[src/rtl/spiq_pkg.sv]
package spiq_pkg;
  typedef struct packed {
    logic rxDirect;
    logic rxFromShift;
    logic shiftLoad;
    logic rxPop;
    logic rxFlush;
    logic txPush;
    logic txPop;
    logic txFlush;
  } spiqStrobe_t;

  localparam int ADDR_CFG    = 0;
  localparam int ADDR_STAT   = 1;
  localparam int ADDR_TXPUSH = 2;
  localparam int ADDR_RXPOP  = 3;
  localparam int ADDR_XCNT   = 4;

  localparam int CB_DISABLE = 0;
  localparam int CB_KEEP    = 1;
  localparam int CB_DRAINEN = 2;
  localparam int CB_TODMA   = 3;
  localparam int CB_OVFEN   = 4;
  localparam int CB_TXOFF   = 5;
  localparam int CB_RXOFF   = 6;
  localparam int CB_TXFLUSH = 8;
  localparam int CB_RXFLUSH = 9;
endpackage

[src/rtl/spiq_fifo.sv]
module spiq_fifo #(
  parameter int WIDTH = 16,
  parameter int DEPTH = 4,
  localparam int CW = $clog2(DEPTH + 1),
  localparam int AW = (DEPTH > 1) ? $clog2(DEPTH) : 1
) (
  input  logic             clk,
  input  logic             rstN,
  input  logic             wr,
  input  logic [WIDTH-1:0] wrData,
  input  logic             rd,
  input  logic             flush,
  output logic [WIDTH-1:0] head,
  output logic [CW-1:0]    count
);
  logic [WIDTH-1:0] mem [DEPTH];
  logic [AW-1:0] wrPtr, rdPtr;

  function automatic logic [AW-1:0] bump(input logic [AW-1:0] p);
    return (p == AW'(DEPTH - 1)) ? '0 : p + 1'b1;
  endfunction

  always_ff @(posedge clk) begin
    if (wr && !flush) mem[wrPtr] <= wrData;
  end

  always_ff @(posedge clk or negedge rstN) begin
    if (!rstN) begin
      wrPtr <= '0;
      rdPtr <= '0;
      count <= '0;
    end else if (flush) begin
      wrPtr <= '0;
      rdPtr <= '0;
      count <= '0;
    end else begin
      if (wr) wrPtr <= bump(wrPtr);
      if (rd) rdPtr <= bump(rdPtr);
      case ({wr, rd})
        2'b10:   count <= count + 1'b1;
        2'b01:   count <= count - 1'b1;
        default: count <= count;
      endcase
    end
  end

  assign head = mem[rdPtr];

  AST_FIFO_BOUND: assert property (@(posedge clk) disable iff (!rstN)
    count <= CW'(DEPTH));
  AST_FIFO_NO_EMPTY_POP: assert property (@(posedge clk) disable iff (!rstN)
    rd |-> count != '0);
endmodule

[src/rtl/spiq_data.sv]
module spiq_data
  import spiq_pkg::*;
#(
  parameter int DATA_W = 16,
  parameter int DEPTH  = 4,
  localparam int CW = $clog2(DEPTH + 1)
) (
  input  logic              clk,
  input  logic              rstN,
  input  spiqStrobe_t       strobe,
  input  logic [DATA_W-1:0] rxWord,
  input  logic [DATA_W-1:0] txPushData,
  output logic [DATA_W-1:0] rxHead,
  output logic [DATA_W-1:0] txHead,
  output logic [CW-1:0]     rxCount,
  output logic [CW-1:0]     txCount
);
  logic [DATA_W-1:0] shiftData;
  logic [DATA_W-1:0] rxFifoIn;

  always_ff @(posedge clk or negedge rstN) begin
    if (!rstN) shiftData <= '0;
    else if (strobe.shiftLoad) shiftData <= rxWord;
  end

  assign rxFifoIn = strobe.rxFromShift ? shiftData : rxWord;

  spiq_fifo #(.WIDTH(DATA_W), .DEPTH(DEPTH)) uRxFifo (
    .clk(clk), .rstN(rstN),
    .wr(strobe.rxDirect | strobe.rxFromShift), .wrData(rxFifoIn),
    .rd(strobe.rxPop), .flush(strobe.rxFlush),
    .head(rxHead), .count(rxCount)
  );

  spiq_fifo #(.WIDTH(DATA_W), .DEPTH(DEPTH)) uTxFifo (
    .clk(clk), .rstN(rstN),
    .wr(strobe.txPush), .wrData(txPushData),
    .rd(strobe.txPop), .flush(strobe.txFlush),
    .head(txHead), .count(txCount)
  );

  AST_ONE_RX_SOURCE: assert property (@(posedge clk) disable iff (!rstN)
    !(strobe.rxDirect && strobe.rxFromShift));
endmodule

[src/rtl/spiq_ctrl.sv]
module spiq_ctrl
  import spiq_pkg::*;
#(
  parameter int DATA_W = 16,
  parameter int DEPTH  = 4,
  parameter int ADDR_W = 3,
  localparam int CW = $clog2(DEPTH + 1)
) (
  input  logic              clk,
  input  logic              rstN,
  input  logic              regWrEn,
  input  logic              regRdEn,
  input  logic [ADDR_W-1:0] regAddr,
  input  logic [DATA_W-1:0] regWrData,
  input  logic              xferDone,
  input  logic              txWordReq,
  input  logic [CW-1:0]     rxCount,
  input  logic [CW-1:0]     txCount,
  input  logic [DATA_W-1:0] rxHead,
  input  logic [DATA_W-1:0] txHead,
  output spiqStrobe_t       strobe,
  output logic [DATA_W-1:0] regRdData,
  output logic [DATA_W-1:0] txWord,
  output logic              irqDrain,
  output logic              dmaDrain,
  output logic              irqOverflow,
  output logic              overrunReq
);
  localparam logic [CW-1:0] FULL_DEPTH = CW'(DEPTH);
  localparam logic [CW-1:0] ONE_DEPTH  = CW'(1);

  logic cfgDisable, cfgKeep, cfgDrainEn, cfgToDma, cfgOvfEn, cfgTxOff, cfgRxOff;
  logic rxOvfFlag, txUnfFlag, shiftValid;
  logic [DATA_W-1:0] xferCount;

  logic enabled, wrCfg, wrStat, wrXcnt, wrPush, rdPop;
  logic flushTx, flushRx, rxRoom, xferGo, ovfEvent, unfEvent;
  logic [CW-1:0] rxCap, txCap;

  assign enabled = !cfgDisable;
  assign wrCfg   = regWrEn && regAddr == ADDR_W'(ADDR_CFG);
  assign wrStat  = regWrEn && regAddr == ADDR_W'(ADDR_STAT) && enabled;
  assign wrXcnt  = regWrEn && regAddr == ADDR_W'(ADDR_XCNT) && enabled;
  assign wrPush  = regWrEn && regAddr == ADDR_W'(ADDR_TXPUSH);
  assign rdPop   = regRdEn && regAddr == ADDR_W'(ADDR_RXPOP);
  assign flushTx = wrCfg && regWrData[CB_TXFLUSH] && enabled;
  assign flushRx = wrCfg && regWrData[CB_RXFLUSH] && enabled;

  assign rxCap = cfgRxOff ? ONE_DEPTH : FULL_DEPTH;
  assign txCap = cfgTxOff ? ONE_DEPTH : FULL_DEPTH;

  always_comb begin
    strobe = '0;
    strobe.rxPop   = rdPop && enabled && rxCount != '0 && !flushRx;
    strobe.rxFlush = flushRx;
    strobe.txFlush = flushTx;
    strobe.txPush  = wrPush && enabled && txCount < txCap && !flushTx;
    strobe.txPop   = txWordReq && enabled && txCount != '0 && !flushTx;
    rxRoom = (rxCount < rxCap) || strobe.rxPop;
    xferGo = xferDone && enabled;
    strobe.rxFromShift = shiftValid && rxRoom && enabled && !flushRx;
    if (xferGo && !flushRx) begin
      if (!shiftValid && rxRoom) strobe.rxDirect = 1'b1;
      else if (!shiftValid || rxRoom) strobe.shiftLoad = 1'b1;
      else strobe.shiftLoad = cfgKeep;
    end
    ovfEvent = xferGo && shiftValid && !rxRoom;
    unfEvent = txWordReq && enabled && txCount == '0;
  end

  always_ff @(posedge clk or negedge rstN) begin
    if (!rstN) begin
      cfgDisable <= 1'b1;
      cfgKeep    <= 1'b0;
      cfgDrainEn <= 1'b0;
      cfgToDma   <= 1'b0;
      cfgOvfEn   <= 1'b0;
      cfgTxOff   <= 1'b0;
      cfgRxOff   <= 1'b0;
    end else if (wrCfg) begin
      cfgDisable <= regWrData[CB_DISABLE];
      cfgKeep    <= regWrData[CB_KEEP];
      cfgDrainEn <= regWrData[CB_DRAINEN];
      cfgToDma   <= regWrData[CB_TODMA];
      cfgOvfEn   <= regWrData[CB_OVFEN];
      if (enabled) begin
        cfgTxOff <= regWrData[CB_TXOFF];
        cfgRxOff <= regWrData[CB_RXOFF];
      end
    end
  end

  always_ff @(posedge clk or negedge rstN) begin
    if (!rstN) begin
      rxOvfFlag  <= 1'b0;
      txUnfFlag  <= 1'b0;
      shiftValid <= 1'b0;
      xferCount  <= '0;
    end else begin
      rxOvfFlag <= ovfEvent || (rxOvfFlag && !(wrStat && regWrData[0]));
      txUnfFlag <= unfEvent || (txUnfFlag && !(wrStat && regWrData[1]));
      if (flushRx) shiftValid <= 1'b0;
      else if (strobe.shiftLoad) shiftValid <= 1'b1;
      else if (strobe.rxFromShift) shiftValid <= 1'b0;
      if (wrXcnt) xferCount <= regWrData;
      else if (xferGo) xferCount <= xferCount + 1'b1;
    end
  end

  always_comb begin
    regRdData = '0;
    case (int'(regAddr))
      ADDR_CFG: begin
        regRdData[CB_DISABLE] = cfgDisable;
        regRdData[CB_KEEP]    = cfgKeep;
        regRdData[CB_DRAINEN] = cfgDrainEn;
        regRdData[CB_TODMA]   = cfgToDma;
        regRdData[CB_OVFEN]   = cfgOvfEn;
        regRdData[CB_TXOFF]   = cfgTxOff;
        regRdData[CB_RXOFF]   = cfgRxOff;
      end
      ADDR_STAT: begin
        regRdData[0]    = rxOvfFlag;
        regRdData[1]    = txUnfFlag;
        regRdData[2]    = shiftValid;
        regRdData[7:4]  = 4'(rxCount);
        regRdData[11:8] = 4'(txCount);
      end
      ADDR_RXPOP: regRdData = (rxCount != '0) ? rxHead : '0;
      ADDR_XCNT:  regRdData = xferCount;
      default:    regRdData = '0;
    endcase
  end

  assign txWord      = strobe.txPop ? txHead : '0;
  assign irqDrain    = cfgDrainEn && rxCount != '0 && !cfgToDma;
  assign dmaDrain    = cfgDrainEn && rxCount != '0 && cfgToDma;
  assign irqOverflow = rxOvfFlag && cfgOvfEn;
  assign overrunReq  = rxOvfFlag || txUnfFlag;

  AST_DRAIN_ONE_ROUTE: assert property (@(posedge clk) disable iff (!rstN)
    !(irqDrain && dmaDrain));
  AST_OVF_ON_FULL: assert property (@(posedge clk) disable iff (!rstN)
    (xferDone && !cfgDisable && shiftValid && rxCount >= rxCap && !strobe.rxPop) |=> rxOvfFlag);
  AST_OVF_IRQ_GATED: assert property (@(posedge clk) disable iff (!rstN)
    irqOverflow |-> cfgOvfEn);
  AST_DISABLE_FROZEN: assert property (@(posedge clk) disable iff (!rstN)
    cfgDisable |=> $stable(rxCount) && $stable(txCount));
  AST_DISABLE_FLAGS_HELD: assert property (@(posedge clk) disable iff (!rstN)
    (cfgDisable && rxOvfFlag && txUnfFlag) |=> rxOvfFlag && txUnfFlag);
  AST_UNF_ON_EMPTY: assert property (@(posedge clk) disable iff (!rstN)
    (txWordReq && !cfgDisable && txCount == '0) |=> txUnfFlag);
endmodule

[src/rtl/spiq_core.sv]
module spiq_core
  import spiq_pkg::*;
#(
  parameter int DATA_W = 16,
  parameter int DEPTH  = 4,
  parameter int ADDR_W = 3
) (
  input  logic              clk,
  input  logic              rstN,
  input  logic              regWrEn,
  input  logic              regRdEn,
  input  logic [ADDR_W-1:0] regAddr,
  input  logic [DATA_W-1:0] regWrData,
  output logic [DATA_W-1:0] regRdData,
  input  logic              xferDone,
  input  logic [DATA_W-1:0] rxWord,
  input  logic              txWordReq,
  output logic [DATA_W-1:0] txWord,
  output logic              irqDrain,
  output logic              dmaDrain,
  output logic              irqOverflow,
  output logic              overrunReq
);
  localparam int CW = $clog2(DEPTH + 1);

  spiqStrobe_t strobe;
  logic [CW-1:0] rxCount, txCount;
  logic [DATA_W-1:0] rxHead, txHead;

  spiq_ctrl #(.DATA_W(DATA_W), .DEPTH(DEPTH), .ADDR_W(ADDR_W)) uCtrl (
    .clk(clk), .rstN(rstN),
    .regWrEn(regWrEn), .regRdEn(regRdEn), .regAddr(regAddr), .regWrData(regWrData),
    .xferDone(xferDone), .txWordReq(txWordReq),
    .rxCount(rxCount), .txCount(txCount), .rxHead(rxHead), .txHead(txHead),
    .strobe(strobe), .regRdData(regRdData), .txWord(txWord),
    .irqDrain(irqDrain), .dmaDrain(dmaDrain),
    .irqOverflow(irqOverflow), .overrunReq(overrunReq)
  );

  spiq_data #(.DATA_W(DATA_W), .DEPTH(DEPTH)) uData (
    .clk(clk), .rstN(rstN), .strobe(strobe),
    .rxWord(rxWord), .txPushData(regWrData),
    .rxHead(rxHead), .txHead(txHead),
    .rxCount(rxCount), .txCount(txCount)
  );
endmodule

[config.mk]
export PLATFORM = sky130hd
export DESIGN_NAME = spiq_core
export DESIGN_NICKNAME = d
export VERILOG_FILES = /design/src/rtl/spiq_pkg.sv /design/src/rtl/spiq_fifo.sv /design/src/rtl/spiq_data.sv /design/src/rtl/spiq_ctrl.sv /design/src/rtl/spiq_core.sv
export SDC_FILE = /design/constraint.sdc
export NUM_CORES = 1
export LEC_CHECK = 0
export BUFFER_PORTS_ARGS = -buffer_cell sky130_fd_sc_hd__buf_2
export CELL_PAD_IN_SITES_DETAIL_PLACEMENT = 1
export CELL_PAD_IN_SITES_GLOBAL_PLACEMENT = 2
export CORE_MARGIN = 5
export CORE_UTILIZATION = 46
export DETAILED_ROUTE_END_ITERATION = 8
export PLACE_DENSITY = 0.91
export SKIP_CTS_REPAIR_TIMING = 1
export SYNTH_ARGS = -nofsm -noshare
export SYNTH_HDL_FRONTEND = slang
export SYNTH_SLANG_ARGS = --single-unit
export TNS_END_PERCENT = 5
[constraint.sdc]
create_clock -name clk -period 5.35 [get_ports clk]
set_input_delay 0.535 -clock clk [delete_from_list [all_inputs] [get_ports clk]]
set_output_delay 0.535 -clock clk [all_outputs]
set_load 0.005 [all_outputs]
[Word level (Yosys, flattened, before mapping)]
Memory sizes are Yosys's and may differ from the RTL's.
Index checks and enable logic that the tools add are counted.
Cells by class
  $add $sub $neg: 9
  magnitude comparators: 2
  eq/ne operators: 12
  multiplexer cells: 40
  bitwise gates (word level): 2
  reduce and logical (&&, ||, !) cells: 65
Operator list (number)
  two-way mux 16 bit: 5
  logical AND 1 bit: 39
  two-way mux 2 bit: 12
  one-hot mux 3 bit (4 select lines): 2
  adder 16 x 1 -> 16 bit, second input constant: 1
  one-hot mux 5 bit (3 select lines): 1
  nonzero test 3 bit: 5
  == test 2 bit, second input constant: 6
  two-way mux 1 bit: 12
  two-way mux 3 bit: 4
  one-hot mux 3 bit (2 select lines): 2
  nonzero test 2 bit: 5
  adder 2 x 1 -> 2 bit, second input constant: 4
  zero test 1 bit: 8
  one-hot mux 4 bit (2 select lines): 1
  adder 3 x 1 -> 3 bit, second input constant: 2
  == test 3 x 2 -> 1 bit, second input constant: 2
  zero test 3 bit: 2
  less-than comparator 3 bit: 2
  subtractor 3 x 1 -> 3 bit, second input constant: 2
  logical OR 1 bit: 5
  == test 2 x 1 -> 1 bit, second input constant: 2
  == test 3 x 1 -> 1 bit, second input constant: 1
  == test 3 bit, second input constant: 1
  4 further kinds: 4
Storage, ports and cells
  register bits after elaboration: 56
  memory bits (writable): 128
  input port bits: 41
  output and inout port bits: 36
  logic and storage cells: 150
  memories: 2
Memories
  uData.uRxFifo.mem: words 4, bits a word 16, rd ports 1, clocked after Yosys merged registers in 0, write ports 1, RTL line spiq_fifo.sv:16  | logic [WIDTH-1:0] mem [DEPTH];
  uData.uTxFifo.mem: words 4, bits a word 16, rd ports 1, clocked after Yosys merged registers in 0, write ports 1, RTL line spiq_fifo.sv:16

[Depth between registers and ports, before layout]
Gate-level depths: netlist (run 1).
  depth after elaboration: 14
  gate-level depth with buffers: 9

[Modules after synthesis]
A second synthesis (run 1) with hierarchy kept.
Second synthesis, totals
  cells, all modules: 553
  area, all modules: 8589.5 µm²
Modules (own cells, without submodules)
  spiq_fifo: instances 2, cells each 128, area each 2801.4 µm², seq. area each 2097.0 µm²
  spiq_ctrl: instances 1, cells each 244, area each 2085.8 µm², seq. area each 651.9 µm²
  spiq_data: instances 1, cells each 53, area each 900.9 µm², seq. area each 400.4 µm²

[Worst setup path after synthesis (run 1)]
Ideal clock, no wire load.
  kind: input-to-reg
  start point: input port regAddr[2]
  end point: register uData.uTxFifo.count[2]
  arrival: 3.173 ns
  data required time: 5.272 ns
  setup slack: 2.100 ns
  stages on the path: 9
  path buffers: 2
  cell sequence: buf_6 or4b_4 a2111oi_4 buf_6 nor4_1 fa_1 or4_2 a21o_1 a21oi_1
Between the ends
  word-level cells in the longest chain between the ends: 9
  elaborated cells between the ends (all ways): 16
RTL lines
  start, declared: RTL line spiq_core.sv:12  | input logic [ADDR_W-1:0] regAddr,
  zero test 3 bit: RTL line spiq_ctrl.sv:41  | assign wrCfg = regWrEn && regAddr == ADDR_W'(ADDR_CFG);
  logical AND 1 bit: RTL line spiq_ctrl.sv:41
  logical AND 1 bit (2 in a row): RTL line spiq_ctrl.sv:46  | assign flushTx = wrCfg && regWrData[CB_TXFLUSH] && enabled;
  zero test 1 bit: RTL line spiq_ctrl.sv:57, spiq_ctrl.sv:58
  logical AND 1 bit (on tied branches): RTL line spiq_ctrl.sv:58, spiq_ctrl.sv:57
  == test 2 x 1 -> 1 bit / == test 2 bit (equally long branches): RTL line spiq_fifo.sv:39  | case ({wr, rd})
  one-hot mux 3 bit (2 select lines): RTL line spiq_fifo.sv:39
  two-way mux 3 bit: RTL line spiq_fifo.sv:32  | end else if (flush) begin
  end signal, assigned: RTL line spiq_fifo.sv:40  | 2'b10: count <= count + 1'b1;
  end signal, assigned: RTL line spiq_fifo.sv:41  | 2'b01: count <= count - 1'b1;
  end signal, assigned: RTL line spiq_fifo.sv:42  | default: count <= count;
  end, declared: RTL line spiq_fifo.sv:14  | output logic [CW-1:0] count
Parallel ways exist; a longest one is shown, timed or not.
A chain may end at the register's enable or synchronous reset.

[Worst setup path after layout (run 1)]
  start point: register uData.uTxFifo.count[2]
  end point: register uData.uTxFifo.count[2]
Between the ends
  word-level cells in the longest chain between the ends: 6
  elaborated cells between the ends (all ways): 13
RTL lines (RTL line)
  less-than comparator 3 bit / nonzero test 3 bit (equally long branches): spiq_ctrl.sv:57, spiq_ctrl.sv:58
  logical AND 1 bit (on tied branches) (2 in a row): spiq_ctrl.sv:57, spiq_ctrl.sv:58
  == test 2 x 1 -> 1 bit / == test 2 bit (equally long branches): spiq_fifo.sv:39
  one-hot mux 3 bit (2 select lines): spiq_fifo.sv:39
  two-way mux 3 bit: spiq_fifo.sv:32
Parallel ways exist; a longest one is shown, timed or not.

==> results of run 1 <==
## final cells by class
cell class,count,area share
Clock buffer,17,0.0449
Clock inverter,15,0.0190
Inverter,10,0.00396
Multi-Input combinational cell,325,0.307
Sequential cell,184,0.554
Tap cell,229,0.0302
Timing Repair Buffer,78,0.0417
## cells in the final DEF (no fill, tap or decap), drive strengths merged, types with 3 or more instances in the layout
cell    count
and3       23
dfrtp      55
nand3b      3
or3         3
clkbuf     17
buf        78
nand2      24
mux2       38
nor2       33
xor2       14
clkinv      4
nand3      10
a222oi      3
inv        18
a21oi      27
edfxtp    128
and2       13
ha         13
a211oi      4
nand4       5
mux4       32
a22o        8
o21ai      13
nor3b       3
nor3        5
o31ai       5
mux2i      12
nor2b       3
## sequential cells by signal, indices dropped and copies added, names as in the netlist
register and cells:
uData.uRxFifo.count 3, uData.uTxFifo.rdPtr 2, uCtrl.cfgToDma 1, uCtrl.rxOvfFlag 1, uCtrl.cfgDrainEn 1, uData.uTxFifo.wrPtr 2, uCtrl.cfgOvfEn 1, uCtrl.shiftValid 1
uData.uRxFifo.mem 64, uCtrl.cfgDisable 1, uData.uRxFifo.rdPtr 2, uCtrl.cfgRxOff 1, uCtrl.cfgKeep 1, uData.uRxFifo.wrPtr 2, uData.uTxFifo.count 3, uCtrl.xferCount 16
uCtrl.txUnfFlag 1, uData.uTxFifo.mem 64, uCtrl.cfgTxOff 1, uData.shiftData 16
## through the flow
| step | hold WS, ps | cells | cell area, sq um | utilization |
|---|---|---|---|---|
| after floorplan | 239 | 548 | 8330 | - |
| after global placement | 485 | 826 | 8870 | 0.496 |
| after detailed placement | 493 | 826 | 8870 | 0.496 |
| after CTS | 272 | 858 | 9480 | 0.529 |
| after global routing | 284 | 858 | 9480 | 0.529 |
| final | 230 | 858 | 9480 | 0.529 |
## cell families after synthesis
logic type,count (synthesis),share of synthesized area
AND/OR/NAND/NOR,140,0.0965
XOR/XNOR,16,0.0168
adder cells (fa/ha/maj),15,0.0243
buffers and inverters,39,0.0218
flip-flops,184,0.629
multiplexers,82,0.152
AO/OA/AOI/OAI,72,0.0589
## power by group through the flow
stage | clock network, W | logic, W | registers, W
after floorplan | 0 | 0.000989 | 0.00201
after global placement | 0 | 0.00113 | 0.00217
after detailed placement | 0 | 0.00121 | 0.00220
after CTS | 0.00131 | 0.00122 | 0.00218
after global routing | 0.00139 | 0.00131 | 0.00222
final | 0.00129 | 0.00120 | 0.00218
## worst paths after layout
check | from | end | slack (ps) | cells after the start
max | uData.uTxFifo.count[2] | uData.uTxFifo.count[2] | 1890 | 8
max reg2reg | uData.uTxFifo.count[2] | uData.uTxFifo.count[2] | 1890 | 8
min reg2reg | uData.shiftData[2] | uData.shiftData[2] | 510 | 1
max in group asynchronous | rstN | uCtrl.xferCount[9] | 4570 | 2
min | rstN | uData.shiftData[11] | 230 | 2
min in group clk | rxWord[10] | uData.shiftData[10] | 340 | 2
## routing by layer
metal	vias to the layer above	GRT usage	wire length, um
met1	2571	0.243	8180
met2	125	0.345	10000
met4	4	0.0648	373
met3	29	0.0360	732
met5	-	0	27
li1	2249	-	-
==> summary.txt, run 1 <==
Run status
  • Outcome: complete, no violations

Power
  • Total power: 0.00466 W
  • Cell Pwr Density: slightly below 500 mW/mm^2
  • Worst VDD drop: about 0.27 mV
  • Sw Ratio: 0.316
  • Clock power frac: 0.276
  • Switching power total: 0.00148 W
  • Combinational group share of total power: 0.257
  • Reg power frac: 0.467
  • P_int: approximately 0.0032 W
  • Pleak: between 3 and 4 nW

Place
  • DP Worst Slack: 1670 ps
  • Input/output buffers: 76
  • Placer Congestion: 0.823
  • Detail Placement HPWL: 13.4 mm

Timing
  • Final Cycle Share: 0.647
  • Setup-failing EPs final: 0
  • Hold Vio Cnt, Final: 0
  • Relative slew slack: 0.0632
  • Worst slew pin tran: between 1000 and 1500 ps
  • Final worst setup slack: 1890 ps
  • Clk_skew: 10.2 ps
  • TNS Setup: 0 ps
  • Clock period minus final worst setup slack: roughly 3500 ps
  • Fmax: 0.289 GHz
  • Final Slew Violations: 0
  • Unrepaired setup endpoints after global routing: no

CTS
  • Skew-Pair Late Insertion Delay: 430 ps
  • TritonCTS sink count: 184
  • CTS root buf: clkbuf_16
  • CTS tree: built
  • CTS max path bufs: 2
  • CTS Buf Count: 17
  • Max H-tree Level: 4
  • CTS clock-pin slew for the worst setup and hold paths: 70 ps

Final layout
  • Layout area overhead: 13.7%
  • Area occupied by multi-input gates: 0.00291 sq mm
  • Diodes inserted: 0
  • Sequential standard cell area: about 0.0052 sq mm
  • Share of cells above drive strength 1: 0.312
  • Fillers: 1757
  • Final #Nets: 672

Synthesis
  • Top post-synthesis cells by area: edfxtp_1, dfrtp_1, mux4_2, mux2_2, ha_1
  • Most common cell in the synthesized netlist: edfxtp_1
  • #FFs+latches synth: 184
  • Post-synth cell types: 62
  • Mapped Cells: around 550
  • Ys Warns: 0
  • Synthesized area per cell: 15.2 sq um
  • Top cells by instance count after synthesis: edfxtp_1, dfrtp_1, mux2_2, nor2_1, mux4_2
  • Synthesized Nets: 604
  • Post-synthesis cell area: 0.00833 sq mm
  • FFs w/ async S/R, synth: 0.304
  • Synth top area share: 0.461
  • Primary FF master, synth: edfxtp_1
  • Sequential area share after synthesis: 0.629
  • Largest area contributor in the netlist: edfxtp_1
  • Number of synthesized flops with an enable pin: approximately 130

Detailed routing
  • 1st-pass router iterations: 4
  • Drt drc: 0
  • ANT nets after route: 0
  • Initial drt markers: 242
  • Wirelength, routed: 19.3 mm
  • Via/cell ratio: 5.80
  • Avg WL per Cell: between 20 and 25 um
  • Via Count: 4978

Setup path
  • CP Buf/Inv Count: 0
  • WP data required: 5710 ps
  • CP endpoint kind: flip-flop
  • Critical path, cell by cell: ha_1 -> or4b_4 -> a2111oi_4 -> nor4_1 -> fa_1 -> or4_2 -> a21o_1 -> a21oi_1
  • Max FO, Critical Path: 13
  • Crit-path max cell delay: 680 ps
  • CP top delay family: simple AND/OR/NAND/NOR gates
  • Worst Setup Start Kind: flip-flop
  • Worst path arrival time: around 3800 ps
  • Crit Path Class: flip-flop to flip-flop
  • Worst path slowest cell: or4_2

GRT
  • Initial antenna violation count: 2
  • Total GRT Usage: 0.195
  • Vias in the first global route: 5481
  • Grt ovf: 0
  • Pin count of the biggest net entering global routing: 57
  • First-pass GRT wire length: 30.6 mm

Floorplan
  • Core area: 0.0179 sq mm
  • Top Ports: 77
  • Initial Utilization: 0.466
  • Row count: 49
  • DIE AREA: 0.0209 sq mm
  • Die W: approximately 140 um
  • Die Height: 145 um

Hold path
  • Worst hold path class: input port to asynchronous set/reset pin

Job
  • Number of max-cap violations: 0
No activity file was read; power rests on OpenSTA's default activity.
==> run 2, diff against run 1 <==
--- a/config.mk
+++ b/config.mk
@@ -9,9 +9,9 @@
 export CELL_PAD_IN_SITES_DETAIL_PLACEMENT = 1
 export CELL_PAD_IN_SITES_GLOBAL_PLACEMENT = 2
 export CORE_MARGIN = 5
-export CORE_UTILIZATION = 46
+export CORE_UTILIZATION = 43
 export DETAILED_ROUTE_END_ITERATION = 8
-export PLACE_DENSITY = 0.91
+export PLACE_DENSITY = 0.86
 export SKIP_CTS_REPAIR_TIMING = 1
 export SYNTH_ARGS = -nofsm -noshare
 export SYNTH_HDL_FRONTEND = slang
==> constraint.sdc (replaced) <==
create_clock -name clk -period 3.5 [get_ports clk]
set_input_delay 0.35 -clock clk [delete_from_list [all_inputs] [get_ports clk]]
set_output_delay 0.35 -clock clk [all_outputs]
set_load 0.005 [all_outputs]
==> run 2 against run 1 <==
Sequential power is 49% higher. Total power is 54% higher. Global-route usage is 1.0 points lower. Routed wire length is 0.26% higher. Non-clock buffer count is 16 higher. Critical path type unchanged. Critical endpoint unchanged.
==> summary.txt, run 2 (synthesis results as in run 1) <==
Hold path
  • Worst hold path class: input port to flip-flop

Floorplan
  • DIE AREA: 0.0223 sq mm (+6.5%)
  • Row count: 51 (+4.1%)
  • Top Ports: 77 (unchanged)
  • Die Height: 149 um (+3.2%)
  • Die W: 149 um (+3.2%)
  • Initial Utilization: 0.432 (-0.0331)
  • Core area: 0.0193 sq mm (+7.6%)

Final layout
  • Layout area overhead: 15.9%
  • Post-route cell area: 0.00966 sq mm (+1.9%)
  • Most common cell after layout, fill and taps aside: edfxtp_1
  • Share of cells above drive strength 1: 0.327 (+0.0155)
  • Biggest regs: uData.uRxFifo.mem: 64 flops, uData.uTxFifo.mem: 64 flops
  • Highest-count cells in the layout ignoring fill and taps: edfxtp_1, buf_2, dfrtp_1
  • Final #Nets: 688 (+2.4%)

Setup path
  • Worst Setup Start Kind: flip-flop
  • Crit Path Class: flip-flop to flip-flop
  • Worst path arrival time: 3520 ps (-300 ps)
  • CP endpoint kind: flip-flop
  • Max FO, Critical Path: 5 (-8)
  • WP data required: 3860 ps (-1850 ps)

Run status
  • Outcome: complete, no violations

Timing
  • Final Slew Violations: 0 (unchanged)
  • TNS Setup: 0 ps (unchanged)
  • Setup-failing EPs final: 0 (unchanged)
  • Worst slew pin tran: 802 ps (-598 ps)
  • Hold Vio Cnt, Final: 0 (unchanged)
  • WHS: 147 ps (-83.3 ps)
  • Final Cycle Share: 0.902 (+0.255)
  • Fmax: 0.317 GHz (+9.6%)
  • Unrepaired setup endpoints after global routing: no
  • Clock period minus final worst setup slack: 3160 ps (-303 ps)
  • Final worst setup slack: 344 ps (-1550 ps)
  • Relative slew slack: 0.465 (+0.402)
  • Clk_skew: 8.88 ps (-1.28 ps)

Detailed routing
  • Wirelength, routed: 19.4 mm (+0.26%)
  • Avg WL per Cell: 21.3 um (-5.7%)
  • Via/cell ratio: 5.40 (-7.0%)
  • Initial drt markers: 228 (-5.8%)
  • ANT nets after route: 0 (unchanged)
  • 1st-pass router iterations: 4 (unchanged)
  • Via Count: 4922 (-1.1%)
  • Drt drc: 0 (unchanged)

GRT
  • Total GRT Usage: 0.185 (-0.0104)
  • First-pass GRT wire length: 31.3 mm (+2.1%)
  • Met1 Use GR: 0.246 (+0.00230)
  • Initial antenna violation count: 2 (unchanged)
  • Met3 Use GR: 0.0431 (+0.00710)
  • Vias in the first global route: 5440 (-0.75%)
  • M2 GR Usage: 0.306 (-0.0384)
  • Pin count of the biggest net entering global routing: 35 (-39%)
  • GRT busiest layer: met2
  • Grt ovf: 0 (unchanged)

CTS
  • TritonCTS sink count: 184 (unchanged)
  • CTS max path bufs: 2 (unchanged)
  • CTS Buf Count: 17 (unchanged)
  • CTS root buf: clkbuf_16
  • Skew-Pair Late Insertion Delay: 440 ps (about the same)
  • Max H-tree Level: 4 (unchanged)
  • CTS tree: built
  • CTS clock-pin slew for the worst setup and hold paths: 70 ps (about the same)

Power
  • Worst VDD drop: 0.394 mV (+44%)
  • Pleak: 3.67 nW (+2.2%)
  • Total power: 0.00717 W (+54%)
  • Cell Pwr Density: 742 mW/mm^2 (+51%)

Place
  • Input/output buffers: 76 (unchanged)
  • Detail Placement HPWL: 13.9 mm (+3.5%)
  • DP Worst Slack: 361 ps (-1310 ps)
  • Placed instance area: 0.00903 sq mm (+1.8%)
  • Placer Congestion: 0.798 (-3.0%)

Job
  • Number of max-cap violations: 0 (unchanged)
## run 2: cell types whose count changed in the layout (fill, tap and decap cells not counted), sizes merged
cell         previous run  this run
buf                    78        93
clkinvlp                1         2
clkbuf                 17        18
inv                    18        15
dlygate4sd3             0         1
clkinv                  4         5
diode                   0         2
## run 2: stage by stage
step	util	std cells
2_1_floorplan	-	548
3_3_place_gp	0.469	877
3_5_place_dp	0.469	877
4_1_cts	0.500	909
5_1_grt	0.501	911
6_report	0.501	912
## run 2: area by class of cell
| cell class | count | area (sq um) |
|---|---|---|
| tap | 265 | 332 |
| multi-input combinational | 325 | 2910 |
| sequential | 184 | 5250 |
| clock inverter | 14 | 185 |
| fill | 1927 | 9610 |
| timing repair buffer | 94 | 518 |
| antenna | 2 | 5.00 |
| inverter | 10 | 37.5 |
| clock buffer | 18 | 429 |
## run 2: power by group
part | leakage [nW] | switching (W) | internal (W)
sequential | 1.82 | 0.000443 | 0.00280
combinational | 1.56 | 0.000925 | 0.00101
clock | 0.293 | 0.000903 | 0.00109
total | 3.67 | 0.00227 | 0.00490
## run 2: critical path, cell delays in order (launching register included)
cell	delay, ps
dfrtp_1	430
ha_1	240
or4b_4	500
a2111oi_4	360
nor4_1	100
fa_1	440
or4_2	690
a21o_1	200
a21oi_1	120
## run 2: path summary, 6_finish.rpt
path / slack [ps] / to / depth (start not counted) / startpoint
max in group asynchronous: 2140 / uCtrl.cfgDisable / 3 / rstN
max reg2reg: 340 / uData.uTxFifo.count[2] / 8 / uData.uTxFifo.count[2]
max: 340 / uData.uTxFifo.count[2] / 8 / uData.uTxFifo.count[2]
min in group asynchronous: 450 / uData.shiftData[11] / 2 / rstN
min: 150 / uData.uTxFifo.mem[1][12] / 1 / regWrData[12]
min reg2reg: 500 / uData.shiftData[6] / 1 / uData.shiftData[6]
## run 2: layer usage
layer / part of all wire / vias up
met4: 0.014 / 2
met2: 0.51 / 108
met5: 0.00036 / -
li1: - / 2271
met1: 0.43 / 2517
met3: 0.047 / 24
